**config.mk**
```make
export PLATFORM = sky130hd
export DESIGN_NAME = cheb_atan
export DESIGN_NICKNAME = d
export VERILOG_FILES = /design/src/rtl/cheb_atan_pkg.sv /design/src/rtl/cheb_atan_coef.sv /design/src/rtl/cheb_atan_mul.sv /design/src/rtl/cheb_atan_rr.sv /design/src/rtl/cheb_atan_fix.sv /design/src/rtl/cheb_atan.sv
export SDC_FILE = /design/constraint.sdc
export NUM_CORES = 1
export LEC_CHECK = 0
export ABC_CLOCK_PERIOD_IN_PS = 10300
export BUFFER_PORTS_ARGS = -buffer_cell sky130_fd_sc_hd__buf_2
export CAP_MARGIN = 20
export CORE_ASPECT_RATIO = 2
export CORE_MARGIN = 10
export CORE_UTILIZATION = 55
export DETAILED_ROUTE_END_ITERATION = 8
export GPL_TIMING_DRIVEN = 0
export PLACE_DENSITY = 0.85
export SYNTH_ARGS = -nofsm -noshare
export SYNTH_HDL_FRONTEND = slang
export SYNTH_SLANG_ARGS = --single-unit
```
**constraint.sdc**
```tcl
create_clock -name clk -period 10.3 [get_ports clk]
set_input_delay 1.03 -clock clk [delete_from_list [all_inputs] [get_ports clk]]
set_output_delay 1.03 -clock clk [all_outputs]
set_load 0.02 [all_outputs]
```
**src/rtl/cheb_atan_pkg.sv**
```systemverilog
package cheb_atan_pkg;

    localparam int ARG_FRAC = 15;
    localparam int RES_FRAC = 14;
    localparam int NCOEF    = 6;
    // pi/2 with RES_FRAC fractional bits
    localparam int PI2_Q    = 25736;

    typedef enum logic [1:0] {
        RG_MID = 2'd0,
        RG_POS = 2'd1,
        RG_NEG = 2'd2
    } region_e;

    typedef enum logic [1:0] {
        PH_IDLE  = 2'd0,
        PH_LOAD  = 2'd1,
        PH_ITER  = 2'd2,
        PH_FINAL = 2'd3
    } phase_e;

    // Node-fitted coefficients (ARG_FRAC fractional bits); even orders vanish
    function automatic int cheb_coef(input int n);
        case (n)
            1:       return 27147;
            3:       return -1555;
            5:       return 180;
            default: return 0;
        endcase
    endfunction

endpackage

```
**src/rtl/cheb_atan_coef.sv**
```systemverilog
module cheb_atan_coef
    import cheb_atan_pkg::*;
#(
    parameter int ACC_W = 20,
    parameter int NC    = 6,
    localparam int IW   = $clog2(NC)
) (
    input  logic [IW-1:0]           idx,
    output logic signed [ACC_W-1:0] coef
);

    logic signed [ACC_W-1:0] tbl [NC];

    generate
        for (genvar g = 0; g < NC; g++) begin : g_tbl
            assign tbl[g] = ACC_W'(cheb_coef(g));
        end
    endgenerate

    always_comb begin
        coef = '0;
        if (int'(idx) < NC) coef = tbl[idx];
    end

endmodule

```
**src/rtl/cheb_atan_mul.sv**
```systemverilog
module cheb_atan_mul #(
    parameter int A_W  = 17,
    parameter int B_W  = 20,
    parameter int FRAC = 15,
    localparam int P_W = A_W + B_W
) (
    input  logic signed [A_W-1:0] a,
    input  logic signed [B_W-1:0] b,
    input  logic                  dbl,
    output logic signed [B_W-1:0] p
);

    localparam logic signed [P_W-1:0] HALF_ONE = P_W'(1) <<< (FRAC - 1);
    localparam logic signed [P_W-1:0] HALF_DBL = P_W'(1) <<< (FRAC - 2);

    logic signed [P_W-1:0] prod;
    logic signed [P_W-1:0] rnd_one;
    logic signed [P_W-1:0] rnd_dbl;

    always_comb begin
        prod    = P_W'(a) * P_W'(b);
        rnd_one = (prod + HALF_ONE) >>> FRAC;
        rnd_dbl = (prod + HALF_DBL) >>> (FRAC - 1);
        p       = dbl ? B_W'(rnd_dbl) : B_W'(rnd_one);
    end

endmodule

```
**src/rtl/cheb_atan_rr.sv**
```systemverilog
module cheb_atan_rr
    import cheb_atan_pkg::*;
#(
    parameter int A_W  = 17,
    parameter int FRAC = 15
) (
    input  logic signed [A_W-1:0] x_raw,
    input  logic signed [A_W-1:0] recip,
    output logic signed [A_W-1:0] arg,
    output region_e               region
);

    localparam logic signed [A_W-1:0] ONE = A_W'(1) <<< FRAC;

    always_comb begin
        if (x_raw > ONE) begin
            region = RG_POS;
            arg    = recip;
        end else if (x_raw < -ONE) begin
            region = RG_NEG;
            arg    = recip;
        end else begin
            region = RG_MID;
            arg    = x_raw;
        end
    end

endmodule

```
**src/rtl/cheb_atan_fix.sv**
```systemverilog
module cheb_atan_fix
    import cheb_atan_pkg::*;
#(
    parameter int ACC_W = 20,
    parameter int R_W   = 17,
    localparam int SH   = ARG_FRAC - RES_FRAC
) (
    input  logic signed [ACC_W-1:0] f_acc,
    input  region_e                 region,
    output logic signed [R_W-1:0]   res
);

    localparam logic signed [R_W-1:0]   PI_HALF = R_W'(PI2_Q);
    localparam logic signed [ACC_W-1:0] RND     = ACC_W'(1) <<< (SH - 1);

    logic signed [ACC_W-1:0] f_shr;
    logic signed [R_W-1:0]   f_res;

    always_comb begin
        f_shr = (f_acc + RND) >>> SH;
        f_res = R_W'(f_shr);
        case (region)
            RG_POS:  res = PI_HALF - f_res;
            RG_NEG:  res = -PI_HALF - f_res;
            default: res = f_res;
        endcase
    end

endmodule

```
**src/rtl/cheb_atan.sv**
```systemverilog
module cheb_atan
    import cheb_atan_pkg::*;
#(
    parameter int ARG_W = 17,
    parameter int RES_W = 17,
    parameter int ACC_W = 20
) (
    input  logic             clk,
    input  logic             rst_n,
    input  logic             start,
    input  logic [ARG_W-1:0] x_in,
    input  logic [ARG_W-1:0] recip_in,
    output logic             busy,
    output logic             done,
    output logic [RES_W-1:0] result
);

    localparam int IW    = $clog2(NCOEF);
    localparam int RUN_W = $clog2(NCOEF + 2);
    localparam logic [IW-1:0] TOP_IDX = IW'(NCOEF - 1);

    typedef struct packed {
        phase_e                  phase;
        logic [IW-1:0]           idx;
        logic signed [ARG_W-1:0] xraw;
        logic signed [ARG_W-1:0] rcp;
        logic signed [ARG_W-1:0] arg;
        region_e                 region;
        logic signed [ACC_W-1:0] d1;
        logic signed [ACC_W-1:0] d2;
        logic signed [RES_W-1:0] res;
        logic                    done;
    } state_t;

    state_t st_q, st_d;

    logic signed [ARG_W-1:0] rr_arg;
    region_e                 rr_region;
    logic signed [ACC_W-1:0] mul_p;
    logic signed [ACC_W-1:0] coef;
    logic signed [ACC_W-1:0] d_new;
    logic signed [ACC_W-1:0] f_acc;
    logic signed [RES_W-1:0] fix_res;
    logic                    mul_dbl;

    cheb_atan_rr #(.A_W(ARG_W), .FRAC(ARG_FRAC)) u_rr (
        .x_raw  (st_q.xraw),
        .recip  (st_q.rcp),
        .arg    (rr_arg),
        .region (rr_region)
    );

    assign mul_dbl = (st_q.phase == PH_ITER);

    cheb_atan_mul #(.A_W(ARG_W), .B_W(ACC_W), .FRAC(ARG_FRAC)) u_mul (
        .a   (st_q.arg),
        .b   (st_q.d1),
        .dbl (mul_dbl),
        .p   (mul_p)
    );

    cheb_atan_coef #(.ACC_W(ACC_W), .NC(NCOEF)) u_coef (
        .idx  (st_q.idx),
        .coef (coef)
    );

    // recurrence step and closing step share the multiplier output
    always_comb begin
        d_new = mul_p - st_q.d2 + coef;
        f_acc = mul_p - st_q.d2 + (coef >>> 1);
    end

    cheb_atan_fix #(.ACC_W(ACC_W), .R_W(RES_W)) u_fix (
        .f_acc  (f_acc),
        .region (st_q.region),
        .res    (fix_res)
    );

    always_comb begin
        st_d      = st_q;
        st_d.done = 1'b0;
        case (st_q.phase)
            PH_IDLE: begin
                if (start) begin
                    st_d.xraw  = $signed(x_in);
                    st_d.rcp   = $signed(recip_in);
                    st_d.phase = PH_LOAD;
                end
            end
            PH_LOAD: begin
                st_d.arg    = rr_arg;
                st_d.region = rr_region;
                st_d.d1     = '0;
                st_d.d2     = '0;
                st_d.idx    = TOP_IDX;
                st_d.phase  = PH_ITER;
            end
            PH_ITER: begin
                st_d.d2  = st_q.d1;
                st_d.d1  = d_new;
                st_d.idx = st_q.idx - IW'(1);
                if (st_q.idx == IW'(1)) st_d.phase = PH_FINAL;
            end
            default: begin
                st_d.res   = fix_res;
                st_d.done  = 1'b1;
                st_d.phase = PH_IDLE;
            end
        endcase
    end

    always_ff @(posedge clk or negedge rst_n) begin
        if (!rst_n) st_q <= '0;
        else        st_q <= st_d;
    end

    assign busy   = (st_q.phase != PH_IDLE);
    assign done   = st_q.done;
    assign result = st_q.res;

    // busy-run length counter for the checks below
    logic [RUN_W-1:0] run_q;
    always_ff @(posedge clk or negedge rst_n) begin
        if (!rst_n)    run_q <= '0;
        else if (busy) run_q <= run_q + RUN_W'(1);
        else           run_q <= '0;
    end


    busy_len_chk: assert property (@(posedge clk) disable iff (!rst_n)
        $fell(busy) |-> run_q == RUN_W'(NCOEF + 1));


    done_after_busy_chk: assert property (@(posedge clk) disable iff (!rst_n)
        $fell(busy) |-> done);


    done_pulse_chk: assert property (@(posedge clk) disable iff (!rst_n)
        done |=> !done);


    result_hold_chk: assert property (@(posedge clk) disable iff (!rst_n)
        (!busy && !done) |-> $stable(result));


    result_range_chk: assert property (@(posedge clk) disable iff (!rst_n)
        done |-> ($signed(result) <= RES_W'(PI2_Q) && $signed(result) >= -RES_W'(PI2_Q)));

endmodule

```
==> results of run 1 <==
## routing by layer
| metal | track usage, % | vias to the layer above |
|---|---|---|
| li1 | - | 7944 |
| met1 | 30.5 | 9567 |
| met2 | 58.7 | 1180 |
| met3 | 5.34 | 574 |
| met4 | 30.8 | 0 |
| met5 | 0.221 | - |
## path summary, 6_finish.rpt
kind	slack (ns)	depth (start not counted)	startpoint	to
hold reg to reg	0.49	2	result[0]	result[0]
max in group asynchronous	8.87	2	rst_n	st_q[57]
hold / removal	0.49	2	result[0]	result[0]
setup / recovery	-1.01	43	st_q[45]	result[15]
min in group asynchronous	0.62	1	rst_n	st_q[72]
setup reg to reg	-1.01	43	st_q[45]	result[15]
## Yosys cell counts, drive strengths merged, types with 5 or more instances
library cell  instances
clkbuf              101
nor3                 29
o31ai                14
nor2                119
a21o                 26
a211oi               15
nor2b                12
o21bai                8
xor2                 31
fa                  329
o21a                 17
a21oi                81
mux2i                21
a311oi                5
buf                  28
nand3                49
a2111oi               5
a211o                 5
nor4                 11
ha                  151
o221ai                5
xnor2                55
nand2               220
a31oi                 9
or3                  10
or2                   5
a21boi                6
nand2b                8
mux2                 44
o211ai               10
and2                186
o21ai                87
dfrtp               116
o22ai                17
nand4                 9
and3                 14
inv                 451
## worst reg2reg max path: cells and delay by family, from the launching register on
kind,cells,cell delay (ns)
flip-flops,1,0.36
adder cells (fa/ha/maj),10,4.27
XOR/XNOR,2,0.47
buffers and inverters,6,0.91
AND/OR/NAND/NOR,13,2.82
AO/OA/AOI/OAI,12,2.35
## area by class of cell
| class | instances | area share [%] |
|---|---|---|
| inverter | 453 | 6.60 |
| sequential | 116 | 11.3 |
| clock inverter | 12 | 0.599 |
| multi-input combinational | 1681 | 68.1 |
| tap | 463 | 2.24 |
| antenna | 1 | 0.00966 |
| timing repair buffer | 205 | 6.13 |
| buffer | 110 | 3.31 |
| clock buffer | 19 | 1.67 |
## through the flow
step                      cells  cell area [µm²]  hold WS (ns)  worst slack, ns  TNS [ns]
after floorplan            2379            21200         0.454          0.00678         0
after global placement     2897            22000         0.472            -2.38    -31.61
after detailed placement   2899            22100         0.479            -2.66    -36.54
after CTS                  3009            24800         0.495           -0.667     -2.53
after global routing       3059            25900         0.511            -1.23     -8.70
final                      3060            25900         0.491            -1.01     -5.74
## cell families (layout without fill, tap and decap cells)
group,Yosys count,count (layout),synth area share (%)
flip-flops,116,116,13.8
AO/OA/AOI/OAI,356,356,11.3
AND/OR/NAND/NOR,693,693,16.6
multiplexers,65,65,3.36
other,0,1,0
XOR/XNOR,87,87,3.70
buffers and inverters,582,799,10.8
adder cells (fa/ha/maj),480,480,40.4
## state kept, by name, indices dropped and copies added, names as in the netlist
name,flops
st_q,98
done,1
result,17
## repair_timing
item / 4_1_cts / 5_1_grt
gates resized for setup: 308 / 156
cloned: 0 / 1
endpoints found under the setup margin: 26 / 17
setup buffers: 98 / 48
pin swaps: 95 / 112
hold endpoints to repair: 0 / 0
==> flow_metrics.py, run 1 <==
metrics = {
    "run_status": {
        "status": "finished with violations",
        "violations": "setup timing",
    },
    "placement": {
        "port-buffer-count": 55,
        "dp_hpwl_um": 57000,
        "place.gp.congestion": 0.988,
    },
    "cts": {
        "cts_sinks": 116,
        "clkSlewWorstSetupHoldPaths_ns": 0.06,
        "cts_max_level": 4,
        "cts_tree": "done",
        "holdBufCountCts": 0,
        "ctsLongestPathBuffers": 2,
        "numCtsBuffers": 17,
        "cts_root_buf": "clkbuf_16",
        "clk_latency_ns": 0.45,
    },
    "synthesis": {
        "synthFlopType": "dfrtp_1",
        "ys_ff_latch": 116,
        "ys_seq_area_share_pct": 13.8,
        "syn_inst": 2379,
        "synth.area.top_cells": "fa_1, dfrtp_1, ha_1",
        "synth_cell_types": 85,
        "syn_nets": 2896,
        "synth_warnings": 0,
        "syn_area_um2": 21000,
        "synth_top_cell_area_share_pct": 31.4,
        "synth_edf_count": 0,
        "synth_top_area_cell": "fa_1",
        "synth.avg_cell_area_um2": 8.82,
        "ys_async_sr_fraction_pct": 100,
    },
    "floorplan": {
        "rows": 101,
        "die_w_um": 158,
        "dieArea_um2": 46800,
        "core_area_um2": 37800,
        "die_y_um": 296,
        "ioPinCount": 56,
        "floorplan.initialDensity_pct": 55.5,
    },
    "route": {
        "wl_um": 79500,
        "dr.pass1.iters": 9,
        "wl_per_cell_um": 26.0,
        "vias": 19265,
        "drc": 0,
        "routedLengthMet1_um": 23500,
        "dr_wl_met2_um": 40600,
        "highest_layer": "met4",
        "vias_per_cell": 6.30,
        "wl_met3_um": 5420,
        "postRouteAntennaNets": 0,
        "first_iter_violations": 1656,
    },
    "grt": {
        "grt_usage_pct": 32.8,
        "grt_pass1_wl_um": 115000,
        "grt_max_degree": 71,
        "grt.overflow.total": 0,
        "antenna_found_initial": 1,
        "grt_pass1_vias": 20410,
    },
    "layout": {
        "fillerInstances": 2650,
        "register_area_um2": 2930,
        "multiInputGateArea_um2": 17600,
        "nNetsFinal": 3101,
        "final_cell_mix": "inv_1, fa_1, nand2_1",
        "layout-drive-gt1-share_pct": 24.1,
        "utilization_pct": 68.5,
        "layout_commonest_cell": "inv_1",
        "syn2layout_area_growth_pct": 23.4,
    },
    "sta": {
        "min_period_over_period_pct": 110,
        "skew_ns": 0.0204,
        "setup_slack_ns": -1.01,
        "max_freq_mhz": 88.4,
        "tightest_slew_ns": 1.20,
        "setup_viol": 13,
        "slew_headroom_pct": 19.7,
        "rsz0062_at_grt": "true",
        "fin_crit_ns": 11.31,
        "slew_violations": 0,
        "finalHoldViolations": 0,
    },
    "worst_setup_path": {
        "start_kind": "flip-flop",
        "worst_path_dominant_cell_family": "adder cells",
        "critPathSlowestCell": "fa_1",
        "cp_data_required_time_ns": 10.61,
        "cp-end-kind": "flip-flop",
        "path_buf_inv": 6,
        "cp.arrival_ns": 11.62,
        "crit_top_cell": "fa_1",
        "crit_type": "reg2reg",
        "max_stage_delay_ns": 0.60,
        "crit_fanout": 10,
    },
    "hold_path": {
        "hold_class": "reg2reg",
    },
    "flow_run": {
        "maxCapViolCount": 0,
    },
}
Power of run 1 is left out: the tool's default activity adds up to more than one toggle a clock period on the data nets, which glitch-free logic cannot reach.
==> run 2, diff against run 1 <==
- ABC_CLOCK_PERIOD_IN_PS: 10300 -> 13400
- PLACE_DENSITY: 0.85 -> 0.83
- SKIP_CTS_REPAIR_TIMING: default -> 1
- clock period: 10.3 -> 13.4 ns (I/O delays scaled with it)
==> run 2 against run 1 <==
The run now ends clean. Register-to-register slack better by 1.4 ns. First-iteration DRC count is 34% lower. Clock-buffer cell count is 2 lower. Maximum frequency is 13% lower. Largest cell class unchanged. Cell area is 13% lower.
==> flow_metrics.py, run 2 (synthesized netlist as in run 1, its figures left out) <==
metrics = {
    "layout": {
        "multiInputGateArea_um2": 15900,
        "syn2layout_area_growth_pct": 7.59,
        "register_area_um2": 2910,
        "largest-register": "st_q",
        "final_cell_mix": "inv_1, fa_1, nand2_1",
        "fillerInstances": 3103,
        "nNetsFinal": 2965,
        "layout-drive-gt1-share_pct": 9.02,
        "layout_commonest_cell": "inv_1",
        "largest_reg_flops": 98,
        "antenna-diode-count": 0,
    },
    "route": {
        "postRouteAntennaNets": 0,
        "vias": 17579,
        "dr.pass1.iters": 6,
        "first_iter_violations": 1101,
        "vias_per_cell": 6.01,
        "wl_um": 69500,
        "drc": 0,
        "wl_per_cell_um": 23.8,
    },
    "worst_setup_path": {
        "cp_data_required_time_ns": 13.74,
        "crit_type": "reg2reg",
        "cp.arrival_ns": 13.31,
        "crit_top_cell": "fa_1",
        "crit_fanout": 10,
        "critPathSlowestCell": "fa_1",
        "cp-end-kind": "flip-flop",
        "start_kind": "flip-flop",
        "max_stage_delay_ns": 0.74,
        "r2r_cells": 41,
    },
    "cts": {
        "cts_tree": "done",
        "clkSlewWorstSetupHoldPaths_ns": 0.06,
        "cts_sinks": 116,
        "numCtsBuffers": 17,
        "ctsLongestPathBuffers": 2,
        "cts_root_buf": "clkbuf_16",
        "cts_max_level": 4,
        "clk_latency_ns": 0.43,
    },
    "placement": {
        "port-buffer-count": 55,
        "place.gp.congestion": 1.07,
        "dp_hpwl_um": 56000,
    },
    "sta": {
        "slew_violations": 0,
        "fin_crit_ns": 12.97,
        "finalHoldViolations": 0,
        "min_period_over_period_pct": 96.8,
        "skew_ns": 0.0107,
        "tightest_slew_ns": 0.967,
        "max_freq_mhz": 77.1,
        "finalSetupTns_ns": 0,
        "rsz0062_at_grt": "false",
        "slew_headroom_pct": 35.0,
        "setup_viol": 0,
    },
    "floorplan": {
        "ioPinCount": 56,
        "rows": 101,
        "core_area_um2": 37800,
        "floorplan.initialDensity_pct": 55.5,
        "die_y_um": 296,
        "die_w_um": 158,
        "dieArea_um2": 46800,
    },
    "hold_path": {
        "min_path_cells": 2,
        "hold_class": "reg2reg",
    },
    "run_status": {
        "status": "complete, no violations",
    },
    "grt": {
        "grt.overflow.total": 0,
        "antenna_found_initial": 2,
        "grt_usage_pct": 30.6,
        "grt_pass1_wl_um": 106000,
        "grt_pass1_vias": 19302,
        "grt_max_degree": 74,
    },
    "flow_run": {
        "maxCapViolCount": 0,
    },
}
==> run 2: cell count changes in the layout (fill, tap and decap cells not counted), sizes merged, moves of 3 or more <==
cell / change
inv: +8
clkbuf: +12
clkinv: -3
buf: -150
==> run 2: stage by stage <==
step | cell area [µm²] | cells | utilization [%] | setup slack (ns) | hold WS, ns
2_1_floorplan | 21000 | 2379 | - | 2.56 | 0.454
3_3_place_gp | 21800 | 2897 | 57.8 | 0.140 | 0.481
3_5_place_dp | 21900 | 2899 | 57.9 | 0.122 | 0.479
4_1_cts | 22500 | 2931 | 59.5 | -0.00183 | 0.495
5_1_grt | 22600 | 2924 | 59.7 | 0.00105 | 0.533
6_report | 22600 | 2924 | 59.7 | 0.433 | 0.488
==> run 2: worst paths after layout <==
kind                           start         end  slack, ns
max                         st_q[65]  result[16]       0.43
min                        result[0]   result[0]       0.49
max reg2reg                 st_q[65]  result[16]       0.43
min reg2reg                result[0]   result[0]       0.49
max in group asynchronous      rst_n    st_q[49]      11.69
min in group asynchronous      rst_n   result[4]       0.91
==> run 2: per-layer routing <==
metal / up-vias / track usage (%) / wire [µm]
met5: - / 0 / 27
met4: 4 / 27.8 / 7910
met3: 363 / 5.23 / 3800
met2: 795 / 55.0 / 36800
met1: 8730 / 28.4 / 20900
li1: 7687 / - / -
==> run 2: worst max-delay path, delay by kind of cell (launching register included) <==
kind,cells,cell delay (ns)
XOR/XNOR,2,0.53
buffers and inverters,4,1.19
AO/OA/AOI/OAI,14,3.60
adder cells (fa/ha/maj),10,4.74
AND/OR/NAND/NOR,11,2.42
flip-flops,1,0.36
==> run 2: area by class of cell <==
class	instances	area share, %
plain buffers	118	2.47
clock buffers	17	1.88
clock inverters	15	0.787
inverters	453	7.55
multi-input cells	1681	70.3
flip-flops and latches	116	12.9
well taps	463	2.57
repair buffers	61	1.52
Power of run 2 is left out for the same reason.
